**src/rtl/sdio_xfer_pkg.sv**
```systemverilog
package sdio_xfer_pkg;

  typedef enum logic [1:0] {
    ST_IDLE  = 2'd0,
    ST_RUN   = 2'd1,
    ST_WCRC  = 2'd2,
    ST_WBUSY = 2'd3
  } xferState_t;

  typedef struct packed {
    logic load;     // capture the command
    logic step;     // one byte moved
    logic nextBlk;  // reload the byte counter for the next block
  } dpCtrl_t;

endpackage

```
**src/rtl/sdio_xfer_dp.sv**
```systemverilog
module sdio_xfer_dp
  import sdio_xfer_pkg::*;
#(
  parameter int FUNC_W   = 3,
  parameter int ADDR_W   = 17,
  parameter int CNT_W    = 9,
  parameter int BS_W     = 12,
  parameter int BYTE_MAX = 512
) (
  input  logic                          clk,
  input  logic                          rstN,
  input  dpCtrl_t                       ctrl,
  input  logic [FUNC_W-1:0]             cmdFunc,
  input  logic                          cmdBlockMode,
  input  logic                          cmdIncr,
  input  logic [ADDR_W-1:0]             cmdAddr,
  input  logic [CNT_W-1:0]              cmdCount,
  input  logic [(1<<FUNC_W)*BS_W-1:0]   blkSizeTable,
  output logic [ADDR_W-1:0]             addr,
  output logic [FUNC_W-1:0]             func,
  output logic                          firstInBlk,
  output logic                          lastInBlk,
  output logic                          lastBlk
);

  localparam int NUM_FUNC = 1 << FUNC_W;

  logic [BS_W-1:0]  blkLen, byteLeft, selSize, startLen;
  logic [CNT_W-1:0] blkLeft;
  logic             incr, infinite;

  always_comb begin
    selSize = '0;
    for (int f = 0; f < NUM_FUNC; f++) begin
      if (cmdFunc == FUNC_W'(f)) selSize = blkSizeTable[f*BS_W +: BS_W];
    end
    if (cmdBlockMode)          startLen = selSize;
    else if (cmdCount == '0)   startLen = BS_W'(BYTE_MAX);
    else                       startLen = BS_W'(cmdCount);
  end

  always_ff @(posedge clk or negedge rstN) begin
    if (!rstN) begin
      addr     <= '0;
      func     <= '0;
      blkLen   <= '0;
      byteLeft <= '0;
      blkLeft  <= '0;
      incr     <= 1'b0;
      infinite <= 1'b0;
    end else if (ctrl.load) begin
      addr     <= cmdAddr;
      func     <= cmdFunc;
      incr     <= cmdIncr;
      blkLen   <= startLen;
      byteLeft <= startLen;
      blkLeft  <= cmdBlockMode ? cmdCount : CNT_W'(1);
      infinite <= cmdBlockMode && (cmdCount == '0);
    end else begin
      if (ctrl.step) begin
        if (incr) addr <= addr + ADDR_W'(1);
        byteLeft <= byteLeft - BS_W'(1);
      end
      if (ctrl.nextBlk) begin
        byteLeft <= blkLen;
        if (!infinite) blkLeft <= blkLeft - CNT_W'(1);
      end
    end
  end

  assign firstInBlk = (byteLeft == blkLen);
  assign lastInBlk  = (byteLeft == BS_W'(1));
  assign lastBlk    = !infinite && (blkLeft == CNT_W'(1));

endmodule

```
**src/rtl/sdio_xfer_ctrl.sv**
```systemverilog
module sdio_xfer_ctrl
  import sdio_xfer_pkg::*;
(
  input  logic    clk,
  input  logic    rstN,
  input  logic    cmdValid,
  input  logic    cmdWrite,
  input  logic    byteReady,
  input  logic    abortReq,
  input  logic    crcAck,
  input  logic    procDone,
  input  logic    lastInBlk,
  input  logic    lastBlk,
  output dpCtrl_t ctrl,
  output logic    active,
  output logic    strobe,
  output logic    isWrite,
  output logic    busy,
  output logic    done
);

  xferState_t state, nextState;
  logic [1:0] abortCnt;
  logic       pend, readStop;

  assign readStop = !isWrite && (abortCnt == 2'd2);
  assign strobe   = (state == ST_RUN) && byteReady && !readStop;
  assign active   = (state != ST_IDLE);
  assign busy     = (state == ST_WBUSY);

  always_comb begin
    nextState = state;
    ctrl      = '0;
    done      = 1'b0;
    case (state)
      ST_IDLE: if (cmdValid) begin
        ctrl.load = 1'b1;
        nextState = ST_RUN;
      end
      ST_RUN: begin
        if (readStop) begin
          done      = 1'b1;
          nextState = ST_IDLE;
        end else if (strobe) begin
          ctrl.step = 1'b1;
          if (lastInBlk) begin
            if (isWrite) nextState = ST_WCRC;
            else if (lastBlk) begin
              done      = 1'b1;
              nextState = ST_IDLE;
            end else ctrl.nextBlk = 1'b1;
          end
        end
      end
      ST_WCRC: if (crcAck) begin
        if (pend || abortReq) nextState = ST_WBUSY;
        else if (lastBlk) begin
          done      = 1'b1;
          nextState = ST_IDLE;
        end else begin
          ctrl.nextBlk = 1'b1;
          nextState    = ST_RUN;
        end
      end
      ST_WBUSY: if (procDone) begin
        done      = 1'b1;
        nextState = ST_IDLE;
      end
      default: nextState = ST_IDLE;
    endcase
  end

  always_ff @(posedge clk or negedge rstN) begin
    if (!rstN) begin
      state    <= ST_IDLE;
      isWrite  <= 1'b0;
      abortCnt <= 2'd0;
      pend     <= 1'b0;
    end else begin
      state <= nextState;
      if (ctrl.load) isWrite <= cmdWrite;
      if (state != ST_RUN || nextState != ST_RUN) abortCnt <= 2'd0;
      else if (abortCnt != 2'd0) abortCnt <= abortCnt + 2'd1;
      else if (abortReq && !isWrite) abortCnt <= 2'd1;
      if (ctrl.load || nextState == ST_IDLE) pend <= 1'b0;
      else if (abortReq && isWrite && (state == ST_RUN || state == ST_WCRC)) pend <= 1'b1;
    end
  end

endmodule

```
**src/rtl/sdio_xfer_seq.sv**
```systemverilog
module sdio_xfer_seq
  import sdio_xfer_pkg::*;
#(
  parameter int FUNC_W   = 3,
  parameter int ADDR_W   = 17,
  parameter int CNT_W    = 9,
  parameter int BS_W     = 12,
  parameter int BYTE_MAX = 512
) (
  input  logic                        clk,
  input  logic                        rstN,
  input  logic                        cmdValid,
  input  logic                        cmdWrite,
  input  logic [FUNC_W-1:0]           cmdFunc,
  input  logic                        cmdBlockMode,
  input  logic                        cmdIncr,
  input  logic [ADDR_W-1:0]           cmdAddr,
  input  logic [CNT_W-1:0]            cmdCount,
  input  logic [(1<<FUNC_W)*BS_W-1:0] blkSizeTable,
  input  logic                        byteReady,
  input  logic                        abortReq,
  input  logic                        crcAck,
  input  logic                        procDone,
  output logic                        active,
  output logic                        byteStrobe,
  output logic                        byteWrite,
  output logic [FUNC_W-1:0]           byteFunc,
  output logic [ADDR_W-1:0]           byteAddr,
  output logic                        blockStart,
  output logic                        blockEnd,
  output logic                        busy,
  output logic                        done
);

  dpCtrl_t ctrl;
  logic    firstInBlk, lastInBlk, lastBlk;

  sdio_xfer_ctrl u_ctrl (
    .clk, .rstN, .cmdValid, .cmdWrite, .byteReady, .abortReq, .crcAck, .procDone,
    .lastInBlk, .lastBlk, .ctrl, .active, .strobe(byteStrobe), .isWrite(byteWrite),
    .busy, .done
  );

  sdio_xfer_dp #(
    .FUNC_W(FUNC_W), .ADDR_W(ADDR_W), .CNT_W(CNT_W), .BS_W(BS_W), .BYTE_MAX(BYTE_MAX)
  ) u_dp (
    .clk, .rstN, .ctrl, .cmdFunc, .cmdBlockMode, .cmdIncr, .cmdAddr, .cmdCount,
    .blkSizeTable, .addr(byteAddr), .func(byteFunc), .firstInBlk, .lastInBlk, .lastBlk
  );

  assign blockStart = byteStrobe && firstInBlk;
  assign blockEnd   = byteStrobe && lastInBlk;

endmodule

```
**config.mk**
```make
export PLATFORM = sky130hd
export DESIGN_NAME = sdio_xfer_seq
export DESIGN_NICKNAME = d
export VERILOG_FILES = /design/src/rtl/sdio_xfer_pkg.sv /design/src/rtl/sdio_xfer_dp.sv /design/src/rtl/sdio_xfer_ctrl.sv /design/src/rtl/sdio_xfer_seq.sv
export SDC_FILE = /design/constraint.sdc
export NUM_CORES = 1
export LEC_CHECK = 0
export BUFFER_PORTS_ARGS = -buffer_cell sky130_fd_sc_hd__buf_2
export CORE_MARGIN = 1
export CORE_UTILIZATION = 51
export DETAILED_ROUTE_END_ITERATION = 16
export PLACE_DENSITY = 0.82
export SYNTH_ARGS = -nofsm -noshare
export SYNTH_HDL_FRONTEND = slang
export SYNTH_SLANG_ARGS = --single-unit
```
**constraint.sdc**
```tcl
create_clock -name clk -period 3.75 [get_ports clk]
set_input_delay 1.125 -clock clk [delete_from_list [all_inputs] [get_ports clk]]
set_output_delay 1.125 -clock clk [all_outputs]
set_load 0.01 [all_outputs]
```
==> summary.md <==
| Metric | Value |
|---|---|
| Kind of start point of the critical path | `flop` |
| Final wirelength | `13410 um` |
| CP Capture Type | `output port` |
| Die Area | `0.009364 mm2` |
| Latest clock arrival within the worst-skew pair | `0.33 ns` |
| Sequential-to-total area share from yosys stat | `about a third` |
| ANT cells | `0` |
| Synth async-reset ratio | `between 90% and 100%` |
| Headroom to the max-slew limit | `54.27%` |
| Vias in the first global route | `~4600` |
| Initial Util | `a little over half` |
| Initial DRC count | `between 200 and 250` |
| Clk slew on worst S/H paths | `~0.07 ns` |
| Primary FF master, synth | `dfrtp_1` |
| Post-route ant nets | `0` |
| Max-capacitance violation count | `0` |
| PortBufs | `161` |
| H-tree lvl count | `3` |
| DR pass1 iterations | `6` |
| Synth Instances | `approximately 530` |
| Placed cell count | `779` |
| Worst Tran Pin Value | `around 0.7 ns` |
| DR vias | `between 4000 and 5000` |
| RD Place Congestion | `between 0.9 and 1` |
| Synthesized flop and latch total | `slightly above 60` |
| CP required | `2.62 ns` |
| FILL cells | `734` |
| Total gr overflow | `0` |
| Wire per inst | `between 15 and 20 um` |
| First-pass GRT wire length | `between 20000 and 25000 um` |
| Critical Path Fanout Max | `2` |
| Critical setup path kind | `reg2out` |
| Final setup margin | `approximately 0.062 ns` |
| Final TNS setup | `0 ns` |
| Pre-CTS setup slack | `0.1016 ns` |
| Share of the synthesized area in the top cell type | `33.32%` |
| Finished Core Util | `between 60% and 70%` |
| PwrDens | `around 630 mW/mm2` |
| Area leader, netlist | `dfrtp_1` |
| Worst clock skew | `0.003121 ns` |
| Synth Warn # | `0` |
| Final std cells w/o fill | `801` |
| HP Class | `reg2reg` |
| Netlist Area Pre-Place | `0.004581 mm2` |
| Final hold vios | `0` |
| Arrival @ worst endpoint | `approximately 2.6 ns` |
| Syn Area/Cell | `between 8 and 9 um2` |
| Status | `complete, no violations` |
| Core Area | `about 0.0087 mm2` |
| Hold-fix buffer count after cts | `0` |
| Tot GR Track Use | `approximately 29%` |
| Max IR drop VDD | `~0.00023 V` |
| Post-synth cell types | `64` |
| # setup viols final | `0` |
| Tcrit/Tclk final | `between 90% and 100%` |
| Vias per cell | `about 5.9` |
| Clock Path Buffers | `2` |
| Clock root cell | `clkbuf_8` |
| Final critical-path required period | `3.688 ns` |
| Hpwl dp | `between 10000 and 15000 um` |
| Number of top-level pins | `162` |
| CTS Sinks | `slightly above 60` |
| Top cells by area, synth | `dfrtp_1 33%, xnor2_1 5.7%, o21ai_0 5.2%` |
| Num CTS Buffers | `9` |
| DRC violations left | `0` |
| Largest net degree at the start of global routing | `a little over 40` |
| FMAX | `between 0.2 and 0.3 GHz` |
| Syn Nets | `about 680` |
| Row count | `34` |
| EDFF count, synth | `0` |
| Final #Nets | `835` |
| Initial antenna violation count | `0` |
| Die Y | `around 97 um` |
| CTS tree | `done` |
| Leak | `0.002599 uW` |
| Slew Limit Fails | `0` |
| Ratio of cells with drive above 1 in the final layout | `roughly 33%` |
| Die width | `about 97 um` |
| Area grow syn2layout | `25.87%` |
==> routing by layer <==
layer / global-route usage (%) / wire, um / up-vias
li1: - / - / 2249
met1: 34.41 / 5461 / 2218
met2: 49.62 / 6675 / 219
met3: 4.697 / 816 / 36
met4: 13.32 / 452 / 0
met5: 0 / 0 / -
==> registers in the layout (all words and copies together), names as in the netlist, 2 cells and up <==
register and flops:
u_dp.addr 17, u_dp.blkLen 12, u_dp.byteLeft 12, u_dp.blkLeft 9, u_dp.func 3, u_ctrl.abortCnt 2, u_ctrl.state 2
==> cells in the final DEF, fill, tap and decap left out, types with 9 or more instances in the layout <==
master,netlist,layout
buf_2,1,161
nand2_1,63,63
dfrtp_1,61,61
o21ai_0,48,48
nor2_1,31,31
xnor2_1,30,30
nand3_1,22,22
inv_1,21,21
a21oi_1,22,21
buf_4,1,19
mux2i_1,17,17
nor3_1,14,14
xor2_1,14,14
ha_1,12,12
clkbuf_8,0,11
mux4_2,10,10
nor4_1,11,9
==> layout make-up <==
type	count	area, um2	area share (%)
inverter	22	82.58	1.432
clock inverter	5	58.81	1.020
clock buffer	11	151.4	2.626
multi-input combinational	414	2863	49.65
sequential	61	1526	26.48
timing repair buffer	180	948.4	16.45
tap	108	135.1	2.344
==> kinds of logic (layout without fill, tap and decap cells) <==
logic type	count (synthesis)	in the layout	synth area share, %
simple gates	190	190	21.09
compound gates	133	133	18.68
flops	61	61	33.32
buf+inv	53	218	4.616
xor+xnor	44	44	8.413
mux	35	35	10.60
fa+ha+maj	12	12	3.278
==> stage by stage <==
stage / instance area, um2 / hold slack [ns] / power (uW)
3_3_place_gp: 5492 / 0.4674 / 2862
2_1_floorplan: 4581 / 0.4848 / 2368
6_report: 5766 / 0.4901 / 3613
3_5_place_dp: 5492 / 0.4745 / 2937
4_1_cts: 5746 / 0.4904 / 3593
5_1_grt: 5766 / 0.5149 / 3873
==> timing repair <==
| action | CTS | global route |
|---|---|---|
| buffers inserted | 5 | 1 |
| pin swaps | 4 | 5 |
| endpoints found under the setup margin | 1 | 1 |
| resized for setup | 2 | 2 |
==> synthesized netlist by cell type, types with 6 or more instances <==
cell type  number
nand2_1        63
dfrtp_1        61
o21ai_0        48
nor2_1         31
xnor2_1        30
clkbuf_1       23
a21oi_1        22
nand3_1        22
inv_1          21
mux2i_1        17
nor3_1         14
xor2_1         14
ha_1           12
nor4_1         11
mux4_2         10
mux2_2          8
nand4_1         8
a31oi_1         6
and3_1          6
o211ai_1        6
o22ai_1         6
==> path summary, 6_finish.rpt <==
path,startpoint,to,slack [ns],depth (start not counted)
max in group asynchronous,rstN,u_dp.blkLeft[7]$_DFFE_PN0P_,2.29,2
min in group asynchronous,rstN,u_ctrl.abortCnt[1]$_DFFE_PN0P_,0.72,1
hold reg to reg,u_dp.func[0]$_DFFE_PN0P_,u_dp.func[0]$_DFFE_PN0P_,0.49,2
setup / recovery,u_dp.byteLeft[3]$_DFFE_PN0P_,done,0.06,6
setup reg to reg,u_dp.byteLeft[3]$_DFFE_PN0P_,u_dp.byteLeft[4]$_DFFE_PN0P_,0.99,7
hold / removal,u_dp.func[0]$_DFFE_PN0P_,u_dp.func[0]$_DFFE_PN0P_,0.49,2
==> power by group <==
| group | total, uW | internal [uW] | switching (uW) |
|---|---|---|---|
| logic | 1730 | 758 | 973 |
| registers | 1270 | 948 | 319 |
| clock network | 614 | 343 | 271 |
| total | 3610 | 2050 | 1560 |
==> worst max-delay path: stages (launching register included) <==
cell and delay (ns):
dfrtp_1 0.38, or4_4 0.54, or2_4 0.25, o41a_1 0.41
or3b_4 0.38, a21oi_2 0.13, buf_2 0.14
Power figures use the tool's default switching activity.
